`src/rtl/csd_pkg.sv`:
```
package csd_pkg;

   localparam int WAIT_W = 4;
   localparam int CFG_W  = WAIT_W + 3;

   // bit 0 mux, bit 1 wide, bits [WAIT_W+1:2] waits, top bit ready enable
   typedef struct packed {
      logic              rdy_en;
      logic [WAIT_W-1:0] waits;
      logic              wide;
      logic              mux;
   } bus_cfg_t;

endpackage

```
`src/rtl/csd_regs.sv`:
```
module csd_regs #(
   parameter int ADDR_W  = 24,
   parameter int NUM_WIN = 4,
   parameter int SEG_CW  = 4,
   parameter int IDX_W   = 4
) (
   input  logic                             clk,
   input  logic                             rst_n,
   input  logic                             we,
   input  logic [IDX_W-1:0]                 idx,
   input  logic [ADDR_W-1:0]                wdata,
   output logic [NUM_WIN-1:0][ADDR_W-1:0]   win_q,
   output csd_pkg::bus_cfg_t [NUM_WIN:0]    cfg_q,
   output logic                             rdy_level,
   output logic [SEG_CW-1:0]                seg_cnt
);
   import csd_pkg::*;

   localparam int CFG_BASE = NUM_WIN;
   localparam int GLB_IDX  = 2 * NUM_WIN + 1;

   for (genvar k = 0; k < NUM_WIN; k++) begin : g_win
      always_ff @(posedge clk) begin
         if (!rst_n)
            win_q[k] <= '0;
         else if (we && idx == IDX_W'(k))
            win_q[k] <= wdata;
      end
   end

   for (genvar j = 0; j <= NUM_WIN; j++) begin : g_cfg
      always_ff @(posedge clk) begin
         if (!rst_n)
            cfg_q[j] <= '0;
         else if (we && idx == IDX_W'(CFG_BASE + j))
            cfg_q[j] <= bus_cfg_t'(wdata[CFG_W-1:0]);
      end
   end

   always_ff @(posedge clk) begin
      if (!rst_n) begin
         rdy_level <= 1'b0;
         seg_cnt   <= '0;
      end else if (we && idx == IDX_W'(GLB_IDX)) begin
         rdy_level <= wdata[0];
         seg_cnt   <= wdata[SEG_CW:1];
      end
   end

endmodule

```
`src/rtl/csd_win_match.sv`:
```
module csd_win_match #(
   parameter int ADDR_W  = 24,
   parameter int MIN_LOG = 12,
   parameter int SZ_W    = 4,
   parameter int EN_BIT  = 4
) (
   input  logic [ADDR_W-1:0] win_reg,
   input  logic [ADDR_W-1:0] addr,
   output logic              hit
);
   localparam int MAX_CODE = ADDR_W - 1 - MIN_LOG;

   logic [SZ_W-1:0]   code_c;
   logic [ADDR_W-1:0] base;
   logic [ADDR_W-1:0] keep;

   always_comb begin
      code_c = (win_reg[SZ_W-1:0] > SZ_W'(MAX_CODE)) ? SZ_W'(MAX_CODE)
                                                     : win_reg[SZ_W-1:0];
      base   = {win_reg[ADDR_W-1:MIN_LOG], {MIN_LOG{1'b0}}};
      for (int i = 0; i < ADDR_W; i++)
         keep[i] = (i >= MIN_LOG + int'(code_c));
      hit = win_reg[EN_BIT] && (((addr ^ base) & keep) == '0);
   end

endmodule

```
`src/rtl/csd_prio.sv`:
```
module csd_prio #(
   parameter int NUM_WIN = 4,
   parameter int SEL_W   = 3
) (
   input  logic [NUM_WIN-1:0] hit,
   output logic [NUM_WIN:0]   sel,
   output logic [SEL_W-1:0]   sel_idx
);
   // ascending scan: a later (higher) window overwrites a lower one
   always_comb begin
      sel_idx = '0;
      for (int k = 0; k < NUM_WIN; k++)
         if (hit[k]) sel_idx = SEL_W'(k + 1);
      sel = '0;
      sel[sel_idx] = 1'b1;
   end

endmodule

```
`src/rtl/csd_seq.sv`:
```
module csd_seq #(
   parameter int ADDR_W = 24,
   parameter int NCS    = 5
) (
   input  logic                clk,
   input  logic                rst_n,
   input  logic                start,
   input  logic [NCS-1:0]      cs_d,
   input  csd_pkg::bus_cfg_t   cfg_d,
   input  logic [ADDR_W-1:0]   addr_d,
   input  logic                rdy_in,
   input  logic                rdy_level,
   output logic                busy,
   output logic [NCS-1:0]      cs_q,
   output csd_pkg::bus_cfg_t   cfg_q,
   output logic [ADDR_W-1:0]   addr_q,
   output logic                wait_o,
   output logic                done_o
);
   import csd_pkg::*;

   logic [WAIT_W-1:0] cnt;
   logic              rdy_hold;

   assign rdy_hold = cfg_q.rdy_en && (rdy_in != rdy_level);
   assign wait_o   = busy && ((cnt != '0) || rdy_hold);
   assign done_o   = busy && !wait_o;

   always_ff @(posedge clk) begin
      if (!rst_n) begin
         busy   <= 1'b0;
         cs_q   <= '0;
         cfg_q  <= '0;
         addr_q <= '0;
         cnt    <= '0;
      end else if (!busy) begin
         if (start) begin
            busy   <= 1'b1;
            cs_q   <= cs_d;
            cfg_q  <= cfg_d;
            addr_q <= addr_d;
            cnt    <= cfg_d.waits;
         end
      end else if (done_o) begin
         busy <= 1'b0;
         cs_q <= '0;
      end else if (cnt != '0) begin
         cnt <= cnt - 1'b1;
      end
   end

endmodule

```
`src/rtl/addr_window_csd.sv`:
```
module addr_window_csd #(
   parameter int ADDR_W  = 24,
   parameter int NUM_WIN = 4,
   parameter int MIN_LOG = 12,
   parameter int SZ_W    = 4,
   parameter int SEG_LO  = 16,
   localparam int NCS    = NUM_WIN + 1,
   localparam int IDX_W  = $clog2(2 * NUM_WIN + 2),
   localparam int WAIT_W = csd_pkg::WAIT_W
) (
   input  logic              clk,
   input  logic              rst_n,
   input  logic              reg_we,
   input  logic [IDX_W-1:0]  reg_idx,
   input  logic [ADDR_W-1:0] reg_wdata,
   input  logic              acc_start,
   input  logic [ADDR_W-1:0] acc_addr,
   input  logic              rdy_in,
   output logic [NCS-1:0]    cs,
   output logic [ADDR_W-1:0] bus_addr,
   output logic              cfg_mux,
   output logic              cfg_wide,
   output logic [WAIT_W-1:0] cfg_wait,
   output logic              cfg_rdy_en,
   output logic              busy,
   output logic              acc_wait,
   output logic              acc_done
);
   import csd_pkg::*;

   localparam int SEG_N  = ADDR_W - SEG_LO;
   localparam int SEG_CW = $clog2(SEG_N + 1);
   localparam int SEL_W  = $clog2(NCS);
   localparam int EN_BIT = SZ_W;

   if (MIN_LOG <= EN_BIT) begin : g_bad_min
      $error("MIN_LOG must leave room for the size code and enable bit");
   end
   if (ADDR_W - 1 - MIN_LOG >= (1 << SZ_W)) begin : g_bad_sz
      $error("SZ_W too narrow for the size range");
   end
   if (SEG_LO >= ADDR_W || SEG_CW >= ADDR_W) begin : g_bad_seg
      $error("segment field does not fit");
   end
   if (CFG_W > ADDR_W) begin : g_bad_cfg
      $error("configuration word wider than write data");
   end

   logic [NUM_WIN-1:0][ADDR_W-1:0] win_q;
   bus_cfg_t [NUM_WIN:0]           cfg_set;
   logic                           rdy_level_q;
   logic [SEG_CW-1:0]              seg_cnt_q;
   logic [NUM_WIN-1:0]             hit;
   logic [NCS-1:0]                 sel;
   logic [SEL_W-1:0]               sel_idx;
   bus_cfg_t                       cfg_d;
   bus_cfg_t                       cfg_q;
   logic [ADDR_W-1:0]              addr_m;

   csd_regs #(
      .ADDR_W (ADDR_W),
      .NUM_WIN(NUM_WIN),
      .SEG_CW (SEG_CW),
      .IDX_W  (IDX_W)
   ) u_regs (
      .clk      (clk),
      .rst_n    (rst_n),
      .we       (reg_we),
      .idx      (reg_idx),
      .wdata    (reg_wdata),
      .win_q    (win_q),
      .cfg_q    (cfg_set),
      .rdy_level(rdy_level_q),
      .seg_cnt  (seg_cnt_q)
   );

   for (genvar k = 0; k < NUM_WIN; k++) begin : g_match
      csd_win_match #(
         .ADDR_W (ADDR_W),
         .MIN_LOG(MIN_LOG),
         .SZ_W   (SZ_W),
         .EN_BIT (EN_BIT)
      ) u_match (
         .win_reg(win_q[k]),
         .addr   (acc_addr),
         .hit    (hit[k])
      );
   end

   csd_prio #(
      .NUM_WIN(NUM_WIN),
      .SEL_W  (SEL_W)
   ) u_prio (
      .hit    (hit),
      .sel    (sel),
      .sel_idx(sel_idx)
   );

   assign cfg_d = cfg_set[sel_idx];

   assign addr_m[SEG_LO-1:0] = acc_addr[SEG_LO-1:0];
   for (genvar i = 0; i < SEG_N; i++) begin : g_seg
      assign addr_m[SEG_LO+i] = acc_addr[SEG_LO+i] && (seg_cnt_q >= SEG_CW'(i + 1));
   end

   csd_seq #(
      .ADDR_W(ADDR_W),
      .NCS   (NCS)
   ) u_seq (
      .clk      (clk),
      .rst_n    (rst_n),
      .start    (acc_start),
      .cs_d     (sel),
      .cfg_d    (cfg_d),
      .addr_d   (addr_m),
      .rdy_in   (rdy_in),
      .rdy_level(rdy_level_q),
      .busy     (busy),
      .cs_q     (cs),
      .cfg_q    (cfg_q),
      .addr_q   (bus_addr),
      .wait_o   (acc_wait),
      .done_o   (acc_done)
   );

   assign cfg_mux    = cfg_q.mux;
   assign cfg_wide   = cfg_q.wide;
   assign cfg_wait   = cfg_q.waits;
   assign cfg_rdy_en = cfg_q.rdy_en;

endmodule

```
`config.mk`:
```
export PLATFORM = sky130hd
export DESIGN_NAME = addr_window_csd
export DESIGN_NICKNAME = d
export VERILOG_FILES = /design/src/rtl/csd_pkg.sv /design/src/rtl/csd_regs.sv /design/src/rtl/csd_win_match.sv /design/src/rtl/csd_prio.sv /design/src/rtl/csd_seq.sv /design/src/rtl/addr_window_csd.sv
export SDC_FILE = /design/constraint.sdc
export NUM_CORES = 1
export LEC_CHECK = 0
export CAP_MARGIN = 30
export CORE_ASPECT_RATIO = 1.2
export CORE_UTILIZATION = 50
export DETAILED_ROUTE_END_ITERATION = 8
export GPL_TIMING_DRIVEN = 0
export PLACE_DENSITY = 0.73
export SLEW_MARGIN = 20
export SYNTH_ARGS = -nofsm -noshare
export SYNTH_HDL_FRONTEND = slang
export SYNTH_SLANG_ARGS = --single-unit
```
`constraint.sdc`:
```
create_clock -name clk -period 3.05 [get_ports clk]
set_input_delay 0.4575 -clock clk [delete_from_list [all_inputs] [get_ports clk]]
set_output_delay 0.4575 -clock clk [all_outputs]
set_load 0.1 [all_outputs]
```
=== Word level (Yosys, flattened, before mapping) ===
Cells that the tools add are included.

* Register bits after elaboration: 177
* Input port bits: 57

* Mux-type cells: 22
* Order comparisons: 110
* Bitwise operators: 9
* Reduce and logical (&&, ||, !) cells: 38
* Equality and inequality tests: 13
* $add $sub $neg: 5

{| class="wikitable"
|+ Operators by type and width
! cell !! number
|-
| $ge 5x32->1 const A || 32
|-
| $ge 6x32->1 const A || 32
|-
| $ge 4x32->1 const A || 16
|-
| $ge 3x32->1 const A || 8
|-
| $ge 1x32->1 const A || 4
|-
| $ge 2x32->1 const A || 4
|-
| $and 24x24->24 || 4
|-
| $logic_not 24->1 || 4
|-
| $xor 24x24->24 || 4
|-
| $mux 4 || 8
|-
| $logic_and 1x1->1 || 26
|-
| $bmux 7 s3 || 1
|-
| $add 4x4->5 const A || 4
|-
| $eq 4x3->1 const B || 4
|-
| $ge 4x3->1 const B || 4
|-
| $gt 4x4->1 const B || 4
|-
| $mux 5 || 3
|-
| $mux 3 || 3
|-
| $eq 4x2->1 const B || 2
|-
| $eq 4x4->1 const B || 2
|-
| $ge 4x2->1 const B || 2
|-
| $mux 7 || 1
|-
| $ne 2x2->1 const B || 3
|-
| $mux 1 || 5
|-
| 16 further kinds || 17
|}

=== Depth between registers and ports, before layout ===
Gate-level depths: netlist (run 1).

* Depth in word-level cells: 17
* Gate-level depth with buffers: 10
* Depth with buffers taken out: 8

=== By module ===
A second synthesis (run 1) with hierarchy kept.

* Cells, all modules: 867
* Area, all modules: 7933.9 sq um

{| class="wikitable"
|+ Modules (own cells, without submodules)
! module !! cells each !! times used !! area each (sq um)
|-
| csd_regs || 480 || 1 || 4984.8
|-
| csd_seq || 203 || 1 || 1610.3
|-
| csd_win_match || 31 || 4 || 215.2
|-
| addr_window_csd || 49 || 1 || 405.4
|-
| csd_prio || 11 || 1 || 72.6
|}

=== Least setup slack after synthesis (run 1) ===
OpenSTA, ideal clock, no wires.

* Kind: reg2out
* Start: reg u_seq.busy
* End: out acc_wait
* Stages on the path, launching flop included: 3
* Path buffers: 0
* Slack: 92 ps
* Data arrival time: 2500 ps
* Data required time: 2592 ps
* Path through: dfxtp_1 > inv_1 > nor2_1

* Cells in the longest elaborated chain, start to end: 1

{| class="wikitable"
|+ Ends and longest elaborated chain
! what !! RTL line !! source
|-
| start, declared || csd_seq.sv:13 || <nowiki>output logic busy,</nowiki>
|-
| start signal, assigned || csd_seq.sv:31 || <nowiki>busy <= 1'b0;</nowiki>
|-
| start signal, assigned || csd_seq.sv:38 || <nowiki>busy <= 1'b1;</nowiki>
|-
| start signal, assigned || csd_seq.sv:45 || <nowiki>busy <= 1'b0;</nowiki>
|-
| $logic_and 1x1->1 || csd_seq.sv:26 || <nowiki>assign wait_o = busy && ((cnt != '0) || rdy_hold);</nowiki>
|-
| end, declared || addr_window_csd.sv:26 || <nowiki>output logic acc_wait,</nowiki>
|}

Every way passes these cells.

=== Final worst setup path (run 1) ===
* Start: reg u_regs.win_q[48] (netlist name)
* End: reg u_seq.cfg_q[2] (netlist name)

* Cells in the longest elaborated chain, start to end: 11
* Elaborated cells between the ends (all ways): 34
* Those cells by class: add/sub: 1; order compare: 25; mux: 5; bitwise: 1; reduce/logical: 2

{| class="wikitable"
|+ Ends and longest elaborated chain
! what !! RTL line !! source
|-
| start, declared || csd_regs.sv:12 || <nowiki>output logic [NUM_WIN-1:0][ADDR_W-1:0] win_q,</nowiki>
|-
| start signal, assigned by index || csd_regs.sv:27 || <nowiki>win_q[k] <= wdata;</nowiki>
|-
| $gt 4x4->1 || csd_win_match.sv:18 || <nowiki>code_c = (win_reg[SZ_W-1:0] > SZ_W'(MAX_CODE)) ? SZ_W'(MAX_CODE)</nowiki>
|-
| $mux 4 (*) || csd_win_match.sv:18 ||
|-
| $add 4x4->5 (*) || csd_win_match.sv:22 || <nowiki>keep[i] = (i >= MIN_LOG + int'(code_c));</nowiki>
|-
| $ge 1x32->1, or another cell as far along || csd_win_match.sv:22 ||
|-
| $and 24x24->24 (*) || csd_win_match.sv:23 || <nowiki>hit = win_reg[EN_BIT] && (((addr ^ base) & keep) == '0);</nowiki>
|-
| $logic_not 24->1 (*) || csd_win_match.sv:23 ||
|-
| $logic_and 1x1->1 (*) || csd_win_match.sv:23 ||
|-
| $mux 3 (*) (2 in series) || csd_prio.sv:13 || <nowiki>if (hit[k]) sel_idx = SEL_W'(k + 1);</nowiki>
|-
| $bmux 7 s3 (*) || addr_window_csd.sv:99 || <nowiki>assign cfg_d = cfg_set[sel_idx];</nowiki>
|-
| $mux 7 (not written as such) (*) || addr_window_csd.sv:99 ||
|}

Every way passes the cells marked *; elsewhere a longest branch is shown, timed or not. The select of a mux whose other input is x is not followed.
A chain may end at the register's enable or synchronous reset.

==> results.yml, run 1 <==
place:
  placedCellCount: 1062
  place_congestion: 0.919
  post-place-ws_ns: -0.0833
  dp_hpwl_um: 13900
  port_buffers: 73
floorplan:
  die_y_um: 132
  die_area_um2: 14500
  io_pins: 96
  initial_core_util_pct: 50.9
  die_x_um: 110
  core_um2: 13800
  std_cell_rows: 47
synthesis:
  synth_edf_count: 0
  ys_top_cells_by_count: "201 x nand2_1, 149 x dfxtp_1, 90 x a21boi_0, 49 x nor2b_1, 45 x clkbuf_1"
  yosysWarnings: 0
  synth.most_common_cell: "nand2_1"
  synth_cell_type_count: 64
  synth_fp_nets: 877
  netlist_area_um2: 7000
  synth_top_cells_by_area: "dfxtp_1 43%, nand2_1 11%, a21boi_0 9.6%"
  synth_top_area_share_pct: 42.6
  synth_top_cell_by_area: "dfxtp_1"
  synth_top_flop_cell: "dfxtp_1"
  async_reset_ff_share_pct: 0
  yosys_register_bits: 149
  synth_cells: 818
  ys_seq_area_share_pct: 42.6
  avgSynthCellArea_um2: 8.56
clock_network:
  clkSinkCount: 149
  path_clk_slew_ns: 0.06
  clk_latency_ns: 0.43
  cts.repair.resized: 0
  clock-root-buffer: "clkbuf_16"
  cts_post_setup_buffers_inserted: 0
  holdBufCountCts: 0
  cts_buffers: 17
  clockBufferDepth: 2
  cts_tree: "yes"
  htree_levels: 4
sta:
  rsz0062_at_grt: "no"
  setup_viol: 0
  relSlewSlack_pct: 34.1
  max_clock_freq_mhz: 376
  slew_violations: 0
  skew_ns: 0.0102
  setup_ws_ns: 0.393
  timing.final.crit_share_pct: 87.1
  worstMarginPinSlew_ns: 0.986
  finalCriticalPeriod_ns: 2.66
  finalHoldViolCount: 0
critical_path:
  reg2reg_to: "u_seq.cfg_q[2]"
  worst_path_max_delay_cell: "o211ai_1"
  cpPeakStageDelay_ns: 0.69
  cp.arrival_ns: 2.94
  required_ns: 3.33
  cp_top_family: "compound AO/OA/AOI/OAI gates"
  critPathBufInv: 0
  r2r_slack_ns: 0.39
  cp-startpoint: "u_regs.win_q[48]"
  crit_fanout: 8
  path_cells: "or3_1 -> o21ai_1 -> a211oi_1 -> o211ai_1 -> o21ai_0 -> a31oi_1 -> a2bb2oi_1 -> a21oi_1"
  reg2regPathDepth: 8
  critPathKind: "reg -> reg"
  worst-path-stages: 8
  timing.rr.start: "u_regs.win_q[48]"
  critical_path.startpoint_type: "register"
  critPathCaptureType: "register"
cells_and_area:
  area_growth_pct: 21.0
  diodes: 0
  fin_nets: 970
  layout-drive-gt1-share_pct: 5.53
  final_cells: 1094
drt:
  drt-total-wl_um: 19100
  drc: 0
  viasPerCell: 5.46
  dr.pass1.iters: 5
  via_count: 5978
  routedWlPerCell_um: 17.5
  drt_iter0_markers: 305
  ant_nets: 0
global_routing:
  track_usage_pct: 27.6
  grt-ovfl-total: 0
  grt_max_degree: 17
  grt_pass1_vias: 5685
  antenna_found_initial: 0
  grt_pass1_wl_um: 29700
hold_path:
  hp-class: "in -> reg"
  min_to: "u_seq.addr_q[12]"
  min_from: "acc_addr[12]"
  min_path_cells: 3
outcome:
  status: "complete, no violations"
power:
  ir_worst_vdd_v: 0.000359
  powerDensity_nw_per_um2: 522
  power_leakage_nw: 2.97
flow_run:
  drv_cap: 0
kinds of logic after synthesis:
group                      after synthesis  synth area share [%]
buffers and inverters                   71                  4.32
DFF                                    149                  42.6
xor gates and xnor gates                50                  6.36
muxes                                   43                  6.16
adders and majority gates                2                 0.357
AOI/OAI and AO/OA                      193                  20.2
and+or+nand+nor                        310                  20.0
registers in the layout (all words and copies together), names as in the netlist:
register          flops
u_regs.seg_cnt        4
u_regs.win_q         68
u_seq.cfg_q           7
u_regs.rdy_level      1
u_seq.cs_q            5
u_seq.busy            1
u_regs.cfg_q         35
u_seq.addr_q         24
u_seq.cnt             4
power breakdown:
| group | switching (W) | internal (W) |
|---|---|---|
| clock network | 0.000761 | 0.00110 |
| registers | 0.0000254 | 0.00199 |
| logic | 0.000372 | 0.000183 |
| total | 0.00116 | 0.00326 |
layer usage:
metal  wire length (um)  global-route usage (%)
met5                  0                       0
met4                709                    13.2
met3                860                    4.71
met2               9700                    47.7
met1               7860                    32.4
worst max-delay path by stage:
stage / endpoint / slack (ns)
after floorplan: acc_wait / 0.09
after global placement: u_regs.win_q[24] / 0.004
after detailed placement: u_regs.win_q[44] / -0.08
after CTS: acc_done / 0.05
after global routing: u_seq.cfg_q[2] / 0.24
final: u_seq.cfg_q[2] / 0.39
layout by cell type (no fill, tap or decap), types with 3 or more instances in the layout:
master and instances:
clkbuf_8 3, o21ai_0 22, a21oi_1 18, buf_4 3, or3_1 4, o211ai_1 4, clkdlybuf4s50_1 71, xnor2_1 36
nand3_1 12, o21ai_1 3, a21o_1 5, a221o_1 4, nor2b_1 49, dfxtp_1 149, buf_2 9, clkbuf_16 17
a21boi_0 90, and2_1 6, clkbuf_1 52, nand2_1 201, a211oi_1 6, a31oi_1 7, a32oi_1 3, clkinv_2 3
a22oi_1 3, nand3b_1 4, nor3_1 5, nor2_1 17, inv_1 12, xor2_1 13, mux2i_1 42
cell type report:
cell class	count	area [um^2]
plain buffers	59	258
clock buffers	27	493
clock inverters	4	22.5
fillers	1254	5290
inverters	12	45.0
multi-input cells	598	3720
flip-flops and latches	149	2980
well taps	171	214
repair buffers	74	741
tightest hold or removal path: cells and delay by family:
| family | cells | cell delay [ns] |
|---|---|---|
| AO/OA/AOI/OAI | 1 | 0.06 |
| buffers and inverters | 1 | 0.15 |
| AND/OR/NAND/NOR | 1 | 0.06 |
metrics by stage:
step / total power (W) / hold slack, ns / instance area, um^2 / utilization [%] / TNS (ns)
finish: 0.00442 / 0.355 / 8470 / 61.6 / 0
global route: 0.00456 / 0.366 / 8470 / 61.6 / 0
CTS: 0.00443 / 0.347 / 8460 / 61.5 / 0
detailed placement: 0.00261 / 0.448 / 7950 / 57.8 / -0.131
global placement: 0.00260 / 0.448 / 7950 / 57.8 / 0
floorplan: 0.00241 / 0.435 / 7000 / - / 0
No activity file was read; power rests on OpenSTA's default activity.
==> run 2: changes to the inputs <==
--- a/config.mk
+++ b/config.mk
@@ -8,6 +8,7 @@
 export CAP_MARGIN = 30
 export CORE_ASPECT_RATIO = 1.2
 export CORE_UTILIZATION = 50
+export CTS_CLUSTER_SIZE = 40
 export DETAILED_ROUTE_END_ITERATION = 8
 export GPL_TIMING_DRIVEN = 0
 export PLACE_DENSITY = 0.73
==> results of run 2 <==
Same layout as run 1: the final DEF is identical, and so are final timing and power.
